File: src/rtl/ctr_pkg.sv
package ctr_pkg;

  // Strobes passed from mode decode to the datapath; at most one is set.
  typedef struct packed {
    logic zeroIt;
    logic presetIt;
    logic stepIt;
  } ctrStrobes_t;

endpackage

File: src/rtl/ctr_ctrl.sv
module ctr_ctrl
  import ctr_pkg::*;
(
  input  logic        clearN,
  input  logic        loadN,
  input  logic        enPar,
  input  logic        enTrk,
  output ctrStrobes_t strobes
);

  // Priority: clear, then preset, then count; otherwise hold.
  always_comb begin
    strobes = '0;
    if (!clearN)             strobes.zeroIt   = 1'b1;
    else if (!loadN)         strobes.presetIt = 1'b1;
    else if (enPar && enTrk) strobes.stepIt   = 1'b1;
  end

endmodule

File: src/rtl/ctr_datapath.sv
module ctr_datapath
  import ctr_pkg::*;
#(
  parameter int WIDTH = 4
) (
  input  logic             clk,
  input  ctrStrobes_t      strobes,
  input  logic [WIDTH-1:0] dataIn,
  input  logic             enTrk,
  output logic [WIDTH-1:0] count,
  output logic             carryOut
);

  localparam logic [WIDTH-1:0] TERMINAL = {WIDTH{1'b1}};

  logic [WIDTH-1:0] countQ;
  logic [WIDTH-1:0] countD;

  always_comb begin
    countD = countQ;
    if (strobes.zeroIt)        countD = '0;
    else if (strobes.presetIt) countD = dataIn;
    else if (strobes.stepIt)   countD = WIDTH'(countQ + 1'b1);
  end

  // Single register: every bit is clocked by the same edge.
  always_ff @(posedge clk) begin
    countQ <= countD;
  end

  assign count    = countQ;
  assign carryOut = enTrk && (countQ == TERMINAL);

endmodule

File: src/rtl/presettable_counter.sv
module presettable_counter
  import ctr_pkg::*;
#(
  parameter int WIDTH = 4
) (
  input  logic             clk,
  input  logic             clearN,
  input  logic             loadN,
  input  logic [WIDTH-1:0] dataIn,
  input  logic             enPar,
  input  logic             enTrk,
  output logic [WIDTH-1:0] count,
  output logic             carryOut
);

  ctrStrobes_t strobes;

  ctr_ctrl u_ctrl (
    .clearN  (clearN),
    .loadN   (loadN),
    .enPar   (enPar),
    .enTrk   (enTrk),
    .strobes (strobes)
  );

  ctr_datapath #(.WIDTH(WIDTH)) u_dp (
    .clk      (clk),
    .strobes  (strobes),
    .dataIn   (dataIn),
    .enTrk    (enTrk),
    .count    (count),
    .carryOut (carryOut)
  );

endmodule

File: config.mk
export PLATFORM = sky130hd
export DESIGN_NAME = presettable_counter
export DESIGN_NICKNAME = d
export VERILOG_FILES = /design/src/rtl/ctr_pkg.sv /design/src/rtl/ctr_ctrl.sv /design/src/rtl/ctr_datapath.sv /design/src/rtl/presettable_counter.sv
export SDC_FILE = /design/constraint.sdc
export NUM_CORES = 1
export LEC_CHECK = 0
export BUFFER_PORTS_ARGS = -buffer_cell sky130_fd_sc_hd__buf_2
export CORE_AREA = 2 2 39 41
export CTS_CLUSTER_DIAMETER = 50
export DETAILED_ROUTE_END_ITERATION = 16
export DIE_AREA = 0 0 41 43
export HOLD_SLACK_MARGIN = 0.02
export PLACE_DENSITY = 0.37
export RECOVER_POWER = 100
export SYNTH_ARGS = -nofsm -noshare
export SYNTH_HDL_FRONTEND = slang
export SYNTH_HIERARCHICAL = 1
export SYNTH_SLANG_ARGS = --single-unit
File: constraint.sdc
create_clock -name clk -period 1.2 [get_ports clk]
set_input_delay 0.24 -clock clk [delete_from_list [all_inputs] [get_ports clk]]
set_output_delay 0.24 -clock clk [all_outputs]
set_load 0.005 [all_outputs]
=== After elaboration in Yosys (flattened, before gate mapping) ===
Cells that the tools add are included.

* Register bits after elaboration: 4
* Output and inout port bits: 5
* Logic and storage cells: 12
* Input port bits: 9

* Reductions and logical operators: 3
* Eq/ne operators: 1
* Add/subtract/negate cells: 1
* Muxes and demuxes: 6

{| class="wikitable"
|+ Operators by type and width
! operator !! number
|-
| $mux W4 || 2
|-
| $add A4 B1 Y4 const B || 1
|-
| $eq A4 B4 Y1 const B || 1
|-
| $mux W1 || 3
|-
| $logic_and A1 B1 Y1 || 2
|-
| $mux W2 || 1
|-
| $reduce_bool A2 Y1 || 1
|}

=== Logic depth before layout (Yosys ltp) ===
Gate-level depths: netlist of the first run.

* Depth in word-level cells: 6
* Gate-level depth with buffers: 4
* Depth with buffers taken out: 4

=== By module ===
Netlist of the first run, hierarchy kept.

{| class="wikitable"
|+ Modules (own cells, without submodules)
! module !! sequential area each (sq um) !! instances !! area each (sq um) !! cells an instance
|-
| ctr_datapath || 80.1 || 1 || 214.0 || 23
|-
| ctr_ctrl || 0.0 || 1 || 18.8 || 3
|}

=== Worst setup path before layout of the first run ===
OpenSTA, ideal clock, no wires.

* Path kind: flip-flop to flip-flop
* From: reg u_dp.countQ[0] (netlist: u_dp/count[0])
* To: reg u_dp.countQ[1] (netlist: u_dp/count[1])
* Data arrival time: 1.048 ns
* Period minus slack after synthesis: 1.162 ns
* Required time: 1.086 ns
* Setup slack: 0.038 ns
* Library setup time: 0.114 ns
* Cell stages (with the launch flop): 5
* Path buffers: 0
* Path through: dfxtp_1 > ha_1 > mux2_1 > mux2i_1 > nor2_1

* Word-level cells in the longest chain between the ends: 3

{| class="wikitable"
|+ RTL lines
! element !! RTL line !! text
|-
| start: declaration || ctr_datapath.sv:16 || <nowiki>logic [WIDTH-1:0] countQ;</nowiki>
|-
| start signal: assignment || ctr_datapath.sv:28 || <nowiki>countQ <= countD;</nowiki>
|-
| $add A4 B1 Y4 || ctr_datapath.sv:23 || <nowiki>else if (strobes.stepIt) countD = WIDTH'(countQ + 1'b1);</nowiki>
|-
| $mux W4 || ctr_datapath.sv:23 ||
|-
| $mux W4 || ctr_datapath.sv:22 || <nowiki>else if (strobes.presetIt) countD = dataIn;</nowiki>
|}

No other way between the ends. The select of a mux whose other input is x is not followed.
A chain may end at the register's enable or synchronous reset.

=== Final worst setup path of the first run ===
* From: reg u_dp.countQ[0] (netlist: u_dp/count[0])
* To: out carryOut

* Word-level cells in the longest chain between the ends: 2

{| class="wikitable"
|+ RTL lines
! element !! RTL line !! text
|-
| $eq A4 B4 Y1 || ctr_datapath.sv:32 || <nowiki>assign carryOut = enTrk && (countQ == TERMINAL);</nowiki>
|-
| $logic_and A1 B1 Y1 || ctr_datapath.sv:32 ||
|-
| end: declaration || presettable_counter.sv:13 || <nowiki>output logic carryOut</nowiki>
|}

No other way between the ends.

==> out/metrics.csv, run 1 <==
metric,value,unit
outcome,"complete, but fails checks",
violations,negative setup slack,
h-tree-depth,1,
via_count,246,
syn_area_per_cell,8.95,sq um
fin_skew,0.127,ps
path_class,flop to output port,
drc,0,
power.leakage,0.203,nW
rr_startpoint,u_dp/count[0],
hold_class,input port to flop,
wire_per_inst,10.3,microns
initial_core_util,16.8,%
nFillCells,162,
sw_frac_of_total,22.5,%
nNetsFinal,58,
cts_inserted_buffers,3,
std_cell_rows,14,
drive_gt1_share,52.2,%
cap_violations,0,
syn_inst,26,
synthesis.area,233,sq um
critPathArrivalTime,1010,ps
largest_reg_flops,4,
grt_max_degree,7,
drtIter0Drc,1,
finalHoldViolCount,0,
cts_root_buf,clkbuf_4,
seqCellArea,82.6,sq um
clk_latency,230,ps
gp_congestion,0.646,
synth-seq-cells,4,
antenna_left,0,
path_clk_slew,30,ps
ir_drop,0.285,mV
grt_pass1_vias,224,
slew_violations,0,
fp.dieW,41,microns
dieArea,1760,sq um
grt_pass1_wl,814,microns
fin_ws,-45.6,ps
regToRegSetupSlack,60,ps
tightest_slew,125,ps
critPathSlowestCell,dfxtp_2,
crit_start,u_dp/count[0],
path_cells,"ha_4, and4_1, buf_2",
fp.dieH,43,microns
dp_hpwl,484,microns
required,960,ps
ys_types,15,
ys_warn_count,6,
rsz0062_at_grt,yes,
pin_count,14,
min_from,dataIn[0],
io_buffers,13,
min_period,1250,ps
synth_fp_nets,36,
ys_seq_area_share,34.4,%
start_kind,flop,
drt-vias-per-instance,3.97,
cts_hold_buffers,0,
pwr-share-seq,40.0,%
multiInputGateArea,149,sq um
worst_path_largest_cell_delay,330,ps
intPower,0.296,mW
crit_path_end_kind,output port,
utilization,28.0,%
period_share,104,%
gr-total-overflow,0,
coreArea,1380,sq um
first_pass_iters,2,
cp_max_fo,2,
cts_buffer_depth,2,
fmax,0.803,GHz
antenna_found_initial,0,
relSlewSlack,91.4,%
area_growth,66.7,%
pwr-share-clk,41.9,%
power.switching,0.0857,mW
wl,640,microns
cts_num_sinks,4,
power.density,983,nW/um^2
track_usage,7.73,%
diodes,0,
setup_viol,1,
pwr-share-comb,18.2,%
final.setup.tns,-45.6,ps
cts_tree,built,
[Yosys cell counts]
| library cell | count | area, sq um |
|---|---|---|
| nor2b_1 | 1 | 6.26 |
| mux2_1 | 1 | 11.3 |
| nand2_1 | 1 | 3.75 |
| nand4_1 | 1 | 6.26 |
| dfxtp_1 | 4 | 80.1 |
| nor2_1 | 2 | 7.51 |
| xor2_1 | 1 | 8.76 |
| buf_2 | 1 | 5.00 |
| mux2i_1 | 2 | 20.0 |
| xnor2_1 | 2 | 17.5 |
| inv_1 | 3 | 11.3 |
| and4_1 | 2 | 17.5 |
| a21oi_1 | 2 | 10.0 |
| ha_1 | 1 | 12.5 |
| o21a_1 | 2 | 15.0 |
[power by group through the flow]
| stage | Sequential (mW) | Clock (mW) | Combinational, mW |
|---|---|---|---|
| finish | 0.152 | 0.160 | 0.0692 |
| global route | 0.153 | 0.176 | 0.0776 |
| CTS | 0.150 | 0.168 | 0.0688 |
| detailed placement | 0.152 | 0 | 0.0676 |
| global placement | 0.151 | 0 | 0.0658 |
| floorplan | 0.153 | 0 | 0.0291 |
[cell type report]
class / count / share of cell area (%)
Clock buffer: 3 / 5.81
Multi-Input combinational cell: 18 / 38.4
Tap cell: 16 / 5.16
Sequential cell: 4 / 21.3
Timing Repair Buffer: 18 / 26.5
Inverter: 3 / 2.90
[per-stage QoR]
step | hold slack, ps | instances | worst slack (ps) | power [mW] | area [sq um]
finish | 258 | 62 | -45.6 | 0.381 | 388
global route | 280 | 62 | -74.0 | 0.407 | 388
CTS | 255 | 61 | -63.5 | 0.387 | 370
detailed placement | 487 | 58 | -25.7 | 0.219 | 343
global placement | 477 | 58 | -15.3 | 0.217 | 343
floorplan | 387 | 26 | 37.8 | 0.182 | 233
[logic make-up (layout without fill, tap and decap cells)]
family / Yosys count / count (layout) / share of synthesized area (%)
adder cells (fa/ha/maj): 1 / 1 / 5.38
flip-flops: 4 / 4 / 34.4
buffers and inverters: 4 / 24 / 6.99
XOR/XNOR: 3 / 3 / 11.3
AND/OR/NAND/NOR: 7 / 7 / 17.7
multiplexers: 3 / 3 / 13.4
AO/OA/AOI/OAI: 4 / 4 / 10.8
[worst paths after layout]
| path | endpoint | cells after the start |
|---|---|---|
| worst max-delay path | carryOut | 3 |
| worst min-delay path | u_dp/count[0] | 3 |
| worst max register to register | u_dp/count[1] | 4 |
| worst min register to register | u_dp/count[3] | 2 |
[per-layer routing]
metal  vias to the layer above  track usage [%]  routed length [microns]
li1                        130                -                        -
met1                       110             7.07                      231
met2                         6             10.6                      359
met3                         0             4.71                       49
met4                         0             8.00                        0
met5                         -                0                        0
[critical path, delay by kind of cell (launching register included)]
family	cells	cell delay [ps]
DFF	1	330
and+or+nand+nor	1	180
adders and majority gates	1	160
buffers and inverters	1	120
[timing repair]
item | in CTS | in global routing
pin swaps | 1 | 1
endpoints found under the setup margin | 1 | 1
buffers inserted | 0 | 1
resized for setup | 3 | 1
[cells in the final DEF (no fill, tap or decap)]
master    Yosys  final
buf_2         1     13
clkbuf_4      0      4
buf_4         0      4
inv_1         3      3
and4_1        2      2
xnor2_1       2      2
a21oi_1       2      2
o21a_1        2      2
mux2i_1       2      2
nor2_1        2      2
dfxtp_2       0      2
dfxtp_1       4      2
nor2b_1       1      1
nand4_1       1      1
xor2_1        1      1
nand2_1       1      1
mux2_1        1      1
ha_4          0      1
No activity file was read; power rests on OpenSTA's default activity.
==> run 2: changes to the inputs <==
--- a/config.mk
+++ b/config.mk
@@ -6,12 +6,14 @@
 export NUM_CORES = 1
 export LEC_CHECK = 0
 export BUFFER_PORTS_ARGS = -buffer_cell sky130_fd_sc_hd__buf_2
+export CELL_PAD_IN_SITES_DETAIL_PLACEMENT = 0
+export CELL_PAD_IN_SITES_GLOBAL_PLACEMENT = 1
 export CORE_AREA = 2 2 39 41
 export CTS_CLUSTER_DIAMETER = 50
 export DETAILED_ROUTE_END_ITERATION = 16
 export DIE_AREA = 0 0 41 43
 export HOLD_SLACK_MARGIN = 0.02
-export PLACE_DENSITY = 0.37
+export PLACE_DENSITY = 0.5
 export RECOVER_POWER = 100
 export SYNTH_ARGS = -nofsm -noshare
 export SYNTH_HDL_FRONTEND = slang
==> run 2 against run 1 <==
The flow still finishes with violations (negative setup slack). Largest cell class unchanged. Sequential share of layout area grew 0.71 points. Global-route usage grew 0.79 points. Utilization shrank 0.90 points. Final cell count is the same.
==> out/metrics.csv, run 2 (synthesis gave the netlist of run 1 again) <==
metric,value,unit,change
outcome,"complete, but fails checks",,unchanged
violations,negative setup slack,,unchanged
diodes,0,,unchanged
rr_startpoint,u_dp/count[1],,was u_dp/count[0]
wl_met2,261,microns,was 359 microns
hold_class,input port to flop,,unchanged
highest_layer,met3,,unchanged
track_usage,8.52,%,was 7.73%
ir_drop,0.376,mV,was 0.285 mV
largest_reg_flops,4,,unchanged
drc,0,,unchanged
antenna_left,0,,unchanged
pin_count,14,,unchanged
ff2ff_path_depth,4,,unchanged
cts_tree,built,,unchanged
drt-vias-per-instance,4.13,,was 3.97
layout_common_cells,"buf_2 (11), clkbuf_4 (4), buf_4 (4)",,"was buf_2 (13), clkbuf_4 (4), buf_4 (4)"
fin_ws,-57.4,ps,was -45.6 ps
drtIter0Drc,3,,was 1
io_buffers,13,,unchanged
cts_inserted_buffers,3,,unchanged
path_class,flop to output port,,unchanged
start_kind,flop,,unchanged
wl_met3,78,microns,was 49 microns
final.setup.tns,-57.4,ps,was -45.6 ps
fin_skew,4.65,ps,was 0.127 ps
area_growth,61.3,%,was 66.7%
worstReg2RegEnd,u_dp/count[1],,unchanged
min_period,1260,ps,was 1250 ps
drive_gt1_share,47.8,%,was 52.2%
initial_core_util,16.8,%,unchanged
cts_buffer_depth,2,,unchanged
fp.dieW,41,microns,unchanged
gp_congestion,0.659,,was 0.646
cts_num_sinks,4,,unchanged
dp_hpwl,507,microns,was 484 microns
dieArea,1760,sq um,unchanged
clk_latency,230,ps,about the same
wire_per_inst,9.58,microns,was 10.3 microns
via_count,256,,was 246
regToRegSetupSlack,50,ps,was 60 ps
rsz0062_at_grt,yes,,unchanged
setup_viol,1,,unchanged
wirelength_met1,255,microns,was 231 microns
grt_max_degree,7,,unchanged
hold-worst-slack,247,ps,was 258 ps
relSlewSlack,90.8,%,was 91.4%
slew_violations,0,,unchanged
h-tree-depth,1,,unchanged
power.density,1020,nW/um^2,was 983 nW/um^2
grt_pass1_wl,910,microns,was 814 microns
period_share,105,%,was 104%
finalHoldViolCount,0,,unchanged
whs_endpoint,u_dp/count[1],,was u_dp/count[0]
gr-total-overflow,0,,unchanged
fmax,0.795,GHz,was 0.803 GHz
path_clk_slew,40,ps,was 30 ps
cap_violations,0,,unchanged
std_cell_rows,14,,unchanged
wl,594,microns,was 640 microns
required,960,ps,about the same
tightest_slew,134,ps,was 125 ps
grt_pass1_vias,227,,was 224
cts_hold_buffers,0,,unchanged
power.leakage,0.194,nW,was 0.203 nW
nNetsFinal,58,,unchanged
coreArea,1380,sq um,unchanged
layout_commonest_cell,buf_2,,unchanged
holdPathStages,3,,unchanged
crit_path_end_kind,output port,,unchanged
first_pass_iters,4,,was 2
nFillCells,156,,was 162
antenna_found_initial,0,,unchanged
min_from,dataIn[1],,was dataIn[0]
cts_root_buf,clkbuf_4,,unchanged
critPathArrivalTime,1020,ps,was 1010 ps
fp.dieH,43,microns,unchanged
cts_setup_buffers,0,,unchanged
cp_max_fo,2,,unchanged
run 2: worst max path at each step:
stage | from | endpoint | slack, ps | cells after the start
6_report | u_dp/count[1] | carryOut | -60 | 3
3_5_place_dp | loadN | u_dp/count[1] | -20 | 5
4_1_cts | u_dp/count[1] | carryOut | -70 | 3
2_1_floorplan | u_dp/count[0] | u_dp/count[1] | 40 | 4
5_1_grt | u_dp/count[1] | carryOut | -100 | 3
3_3_place_gp | loadN | u_dp/count[1] | -6 | 5
run 2: area by class of cell:
class | count | area, sq um | area share, %
Sequential cell | 4 | 82.6 | 22.0
Inverter | 3 | 11.3 | 3.00
Clock buffer | 3 | 22.5 | 6.00
Tap cell | 16 | 20.0 | 5.33
Multi-Input combinational cell | 18 | 139 | 37.0
Timing Repair Buffer | 18 | 100 | 26.7
run 2: worst max-delay path, stage by stage (launching register included):
cell,delay [ps]
dfxtp_2,310
ha_2,170
and4_1,180
buf_2,120
run 2: metal layers:
metal,GRT usage [%],up-vias
li1,-,132
met1,10.2,113
met2,10.0,11
met3,4.71,0
met4,8.00,0
met5,0,-
run 2: per-stage QoR:
step / instances / area [sq um] / power, mW / worst slack, ps / utilization (%)
floorplan: 26 / 233 / 0.182 / 37.8 / -
global placement: 59 / 350 / 0.220 / -6.03 / 25.3
detailed placement: 59 / 350 / 0.221 / -21.0 / 25.3
CTS: 62 / 378 / 0.398 / -73.3 / 27.3
global route: 62 / 375 / 0.414 / -100 / 27.1
finish: 62 / 375 / 0.384 / -57.4 / 27.1
run 2: repair_timing:
item / CTS / global route
pin swaps: 1 / 0
hold endpoints to repair: 0 / 0
resized for setup: 3 / 0
endpoints found under the setup margin: 1 / 1
run 2: report_power, final:
part	total [mW]	leakage [nW]	switching (mW)	internal, mW
clock	0.165	0.0138	0.0530	0.112
sequential	0.150	0.0337	0.00658	0.143
combinational	0.0689	0.146	0.0291	0.0398
total	0.384	0.194	0.0886	0.295
==> run 3: changes to the inputs <==
--- a/config.mk
+++ b/config.mk
@@ -13,9 +13,8 @@
 export DETAILED_ROUTE_END_ITERATION = 16
 export DIE_AREA = 0 0 41 43
 export HOLD_SLACK_MARGIN = 0.02
-export PLACE_DENSITY = 0.5
+export PLACE_DENSITY = 0.48
 export RECOVER_POWER = 100
 export SYNTH_ARGS = -nofsm -noshare
 export SYNTH_HDL_FRONTEND = slang
-export SYNTH_HIERARCHICAL = 1
 export SYNTH_SLANG_ARGS = --single-unit
==> run 3 against run 2 <==
The flow still finishes with violations (negative setup slack). Largest cell class unchanged. Synthesized area down 12%. Count of clock-buffer cells in the layout unchanged. Clock power is essentially flat. Clock skew is 3.5 ps lower. Synthesized cell count shrank 7.7%. Combinational power barely moved. Setup slack better by 26 ps. Global-route usage shrank 0.48 points. Sequential cell count unchanged. Largest power group unchanged.
==> out/metrics.csv, run 3 <==
metric,value,unit,change
outcome,"complete, but fails checks",,unchanged
violations,negative setup slack,,unchanged
drtIter0Drc,4,,was 3
setup.worst_path.end,carryOut,,unchanged
gr-total-overflow,0,,unchanged
power.leakage,0.159,nW,was 0.194 nW
crit_start,u_dp.count[1],,was u_dp/count[1]
path_clk_slew,30,ps,was 40 ps
required,960,ps,about the same
track_usage,8.03,%,was 8.52%
synth_edf_count,0,,unchanged
drc,0,,unchanged
fp.dieH,43,microns,unchanged
layout_common_cells,"buf_2 (12), nand3_1 (3), o21ai_0 (3), clkbuf_4 (3)",,"was buf_2 (11), clkbuf_4 (4), buf_4 (4)"
grt_pass1_wl,855,microns,was 910 microns
critPathArrivalTime,990,ps,was 1020 ps
worstReg2RegEnd,u_dp.count[3],,was u_dp/count[1]
cts_tree,built,,unchanged
synth.most_common_cell,dfxtp_1,,unchanged
dieArea,1760,sq um,unchanged
drive_gt1_share,53.5,%,was 47.8%
period_share,103,%,was 105%
grt_pass1_vias,240,,was 227
synth.area.top_cells,"dfxtp_1 (39%), xor2_1 (8.5%), nand3_1 (7.3%)",,"was dfxtp_1 (34%), mux2i_1 (8.6%), and4_1 (7.5%)"
cts_inserted_buffers,3,,unchanged
grt_max_degree,9,,was 7
synth_top_cell_area_share,39.0,%,was 34.4%
syn_inst,24,,was 26
start_kind,flop,,unchanged
diodes,0,,unchanged
min_period,1230,ps,was 1260 ps
nNetsFinal,55,,was 58
syn_area_per_cell,8.55,sq um,was 8.95 sq um
synth_fp_nets,34,,was 36
yosysTopAreaCell,dfxtp_1,,unchanged
initial_core_util,14.8,%,was 16.8%
cts_num_sinks,4,,unchanged
finalHoldViolCount,0,,unchanged
cap_violations,0,,unchanged
crit_cells,3,,unchanged
ys_seq_area_share,39.0,%,was 34.4%
tightest_slew,192,ps,was 134 ps
drt-vias-per-instance,4.27,,was 4.13
coreArea,1380,sq um,unchanged
critPathBufInv,1,,unchanged
ys_types,15,,unchanged
fp.dieW,41,microns,unchanged
largest_reg_flops,4,,unchanged
rr_startpoint,u_dp.count[0],,was u_dp/count[1]
wire_per_inst,9.71,microns,was 9.58 microns
cp_max_fo,2,,unchanged
fin_skew,1.15,ps,was 4.65 ps
ff2ff_path_depth,4,,unchanged
cts_buffer_depth,2,,unchanged
synthesis.area,205,sq um,was 233 sq um
setup_viol,1,,unchanged
cts_root_buf,clkbuf_4,,unchanged
ys_warn_count,0,,was 6
hold_class,input port to flop,,unchanged
crit_family,flip-flops,,unchanged
final.setup.tns,-31.4,ps,was -57.4 ps
fmax,0.812,GHz,was 0.795 GHz
power.density,1100,nW/um^2,was 1020 nW/um^2
pin_count,14,,unchanged
path_class,flop to output port,,unchanged
io_buffers,13,,unchanged
h-tree-depth,1,,unchanged
crit_path_end_kind,output port,,unchanged
fin_ws,-31.4,ps,was -57.4 ps
regToRegSetupSlack,60,ps,was 50 ps
std_cell_rows,14,,unchanged
yosys-top-cells-count,"dfxtp_1 (4), nand3_1 (3), o21ai_0 (3)",,"was dfxtp_1 (4), inv_1 (3)"
wl,573,microns,was 594 microns
synth-seq-cells,4,,unchanged
worst_path_largest_cell_delay,340,ps,was 310 ps
relSlewSlack,87.1,%,was 90.8%
post-route-cell-area,354,sq um,was 375 sq um
min_from,clearN,,was dataIn[1]
area_growth,72.6,%,was 61.3%
gp_congestion,0.658,,was 0.659
via_count,252,,was 256
layout_commonest_cell,buf_2,,unchanged
totalPowerFinal,0.389,mW,was 0.384 mW
path_cells,"ha_4, and4_4, buf_6",,"was ha_2, and4_1, buf_2"
slew_violations,0,,unchanged
rsz0062_at_grt,yes,,unchanged
antenna_found_initial,0,,unchanged
critPathSlowestCell,dfxtp_2,,unchanged
antenna_left,0,,unchanged
dpl_cell_area,290,sq um,was 350 sq um
first_pass_iters,4,,unchanged
synth_ff_type,dfxtp_1,,unchanged
ir_drop,0.237,mV,was 0.376 mV
clk_latency,240,ps,was 230 ps
async_flop_share,0,%,unchanged
run 3: changes by cell type after synthesis, sizes merged, moves of 2 or more:
cell	delta
inv	-2
mux2i	-2
nand3	+3
o21a	-2
o21ai	+3
xnor2	-2
run 3: per-layer routing:
| metal | part of all wire (%) | up-vias | GRT usage [%] |
|---|---|---|---|
| met1 | 47 | 105 | 8.68 |
| met4 | 4.7 | 0 | 12.0 |
| met5 | 0 | - | 0 |
| li1 | - | 127 | - |
| met2 | 38 | 17 | 9.06 |
| met3 | 11 | 3 | 3.14 |
run 3: worst min-delay path by stage:
stage / endpoint / slack [ps] / cells after the start
after floorplan: u_dp.count[2] / 330 / 1
after global placement: u_dp.count[1] / 510 / 3
after detailed placement: u_dp.count[3] / 510 / 2
after CTS: u_dp.count[1] / 260 / 3
after global routing: u_dp.count[0] / 290 / 3
final: u_dp.count[1] / 260 / 3
run 3: report_power, final:
group / switching [mW] / internal (mW) / total, mW
clock: 0.0528 / 0.112 / 0.164
combinational: 0.0327 / 0.0363 / 0.0690
sequential: 0.00993 / 0.146 / 0.155
run 3: tightest hold or removal path, cell delays in order:
cell and delay, ps:
buf_2 110, inv_1 60, a311oi_1 40
run 3: cell type report:
class,count,area [sq um]
Sequential cell,4,82.6
Timing Repair Buffer,16,90.1
Tap cell,16,20.0
Multi-Input combinational cell,19,135
Clock buffer,3,22.5
Fill cell,161,1030
Inverter,1,3.75
run 3: timing repair:
| item | CTS | global route |
|---|---|---|
| setup endpoints to repair | 1 | 1 |
| hold buffers | 0 | 0 |
| resized for setup | 6 | 0 |
| hold endpoints to repair | 0 | 0 |
| pin swaps | 2 | 0 |
| setup buffers | 3 | 0 |
run 3: per-stage QoR:
stage / hold WS, ps / util, % / std cells / setup WS, ps
after floorplan: 329 / - / 24 / 197
after global placement: 513 / 21.0 / 53 / 96.7
after detailed placement: 512 / 21.0 / 53 / 70.1
after CTS: 262 / 25.9 / 59 / -38.8
after global routing: 287 / 25.6 / 59 / -55.6
final: 261 / 25.6 / 59 / -31.4
run 3: kinds of logic after synthesis:
| group | after synthesis | share of synthesized area, % |
|---|---|---|
| and+or+nand+nor | 9 | 23.8 |
| AOI/OAI and AO/OA | 7 | 20.7 |
| DFF | 4 | 39.0 |
| xor gates and xnor gates | 2 | 8.54 |
| buffers and inverters | 1 | 1.83 |
| adders and majority gates | 1 | 6.10 |
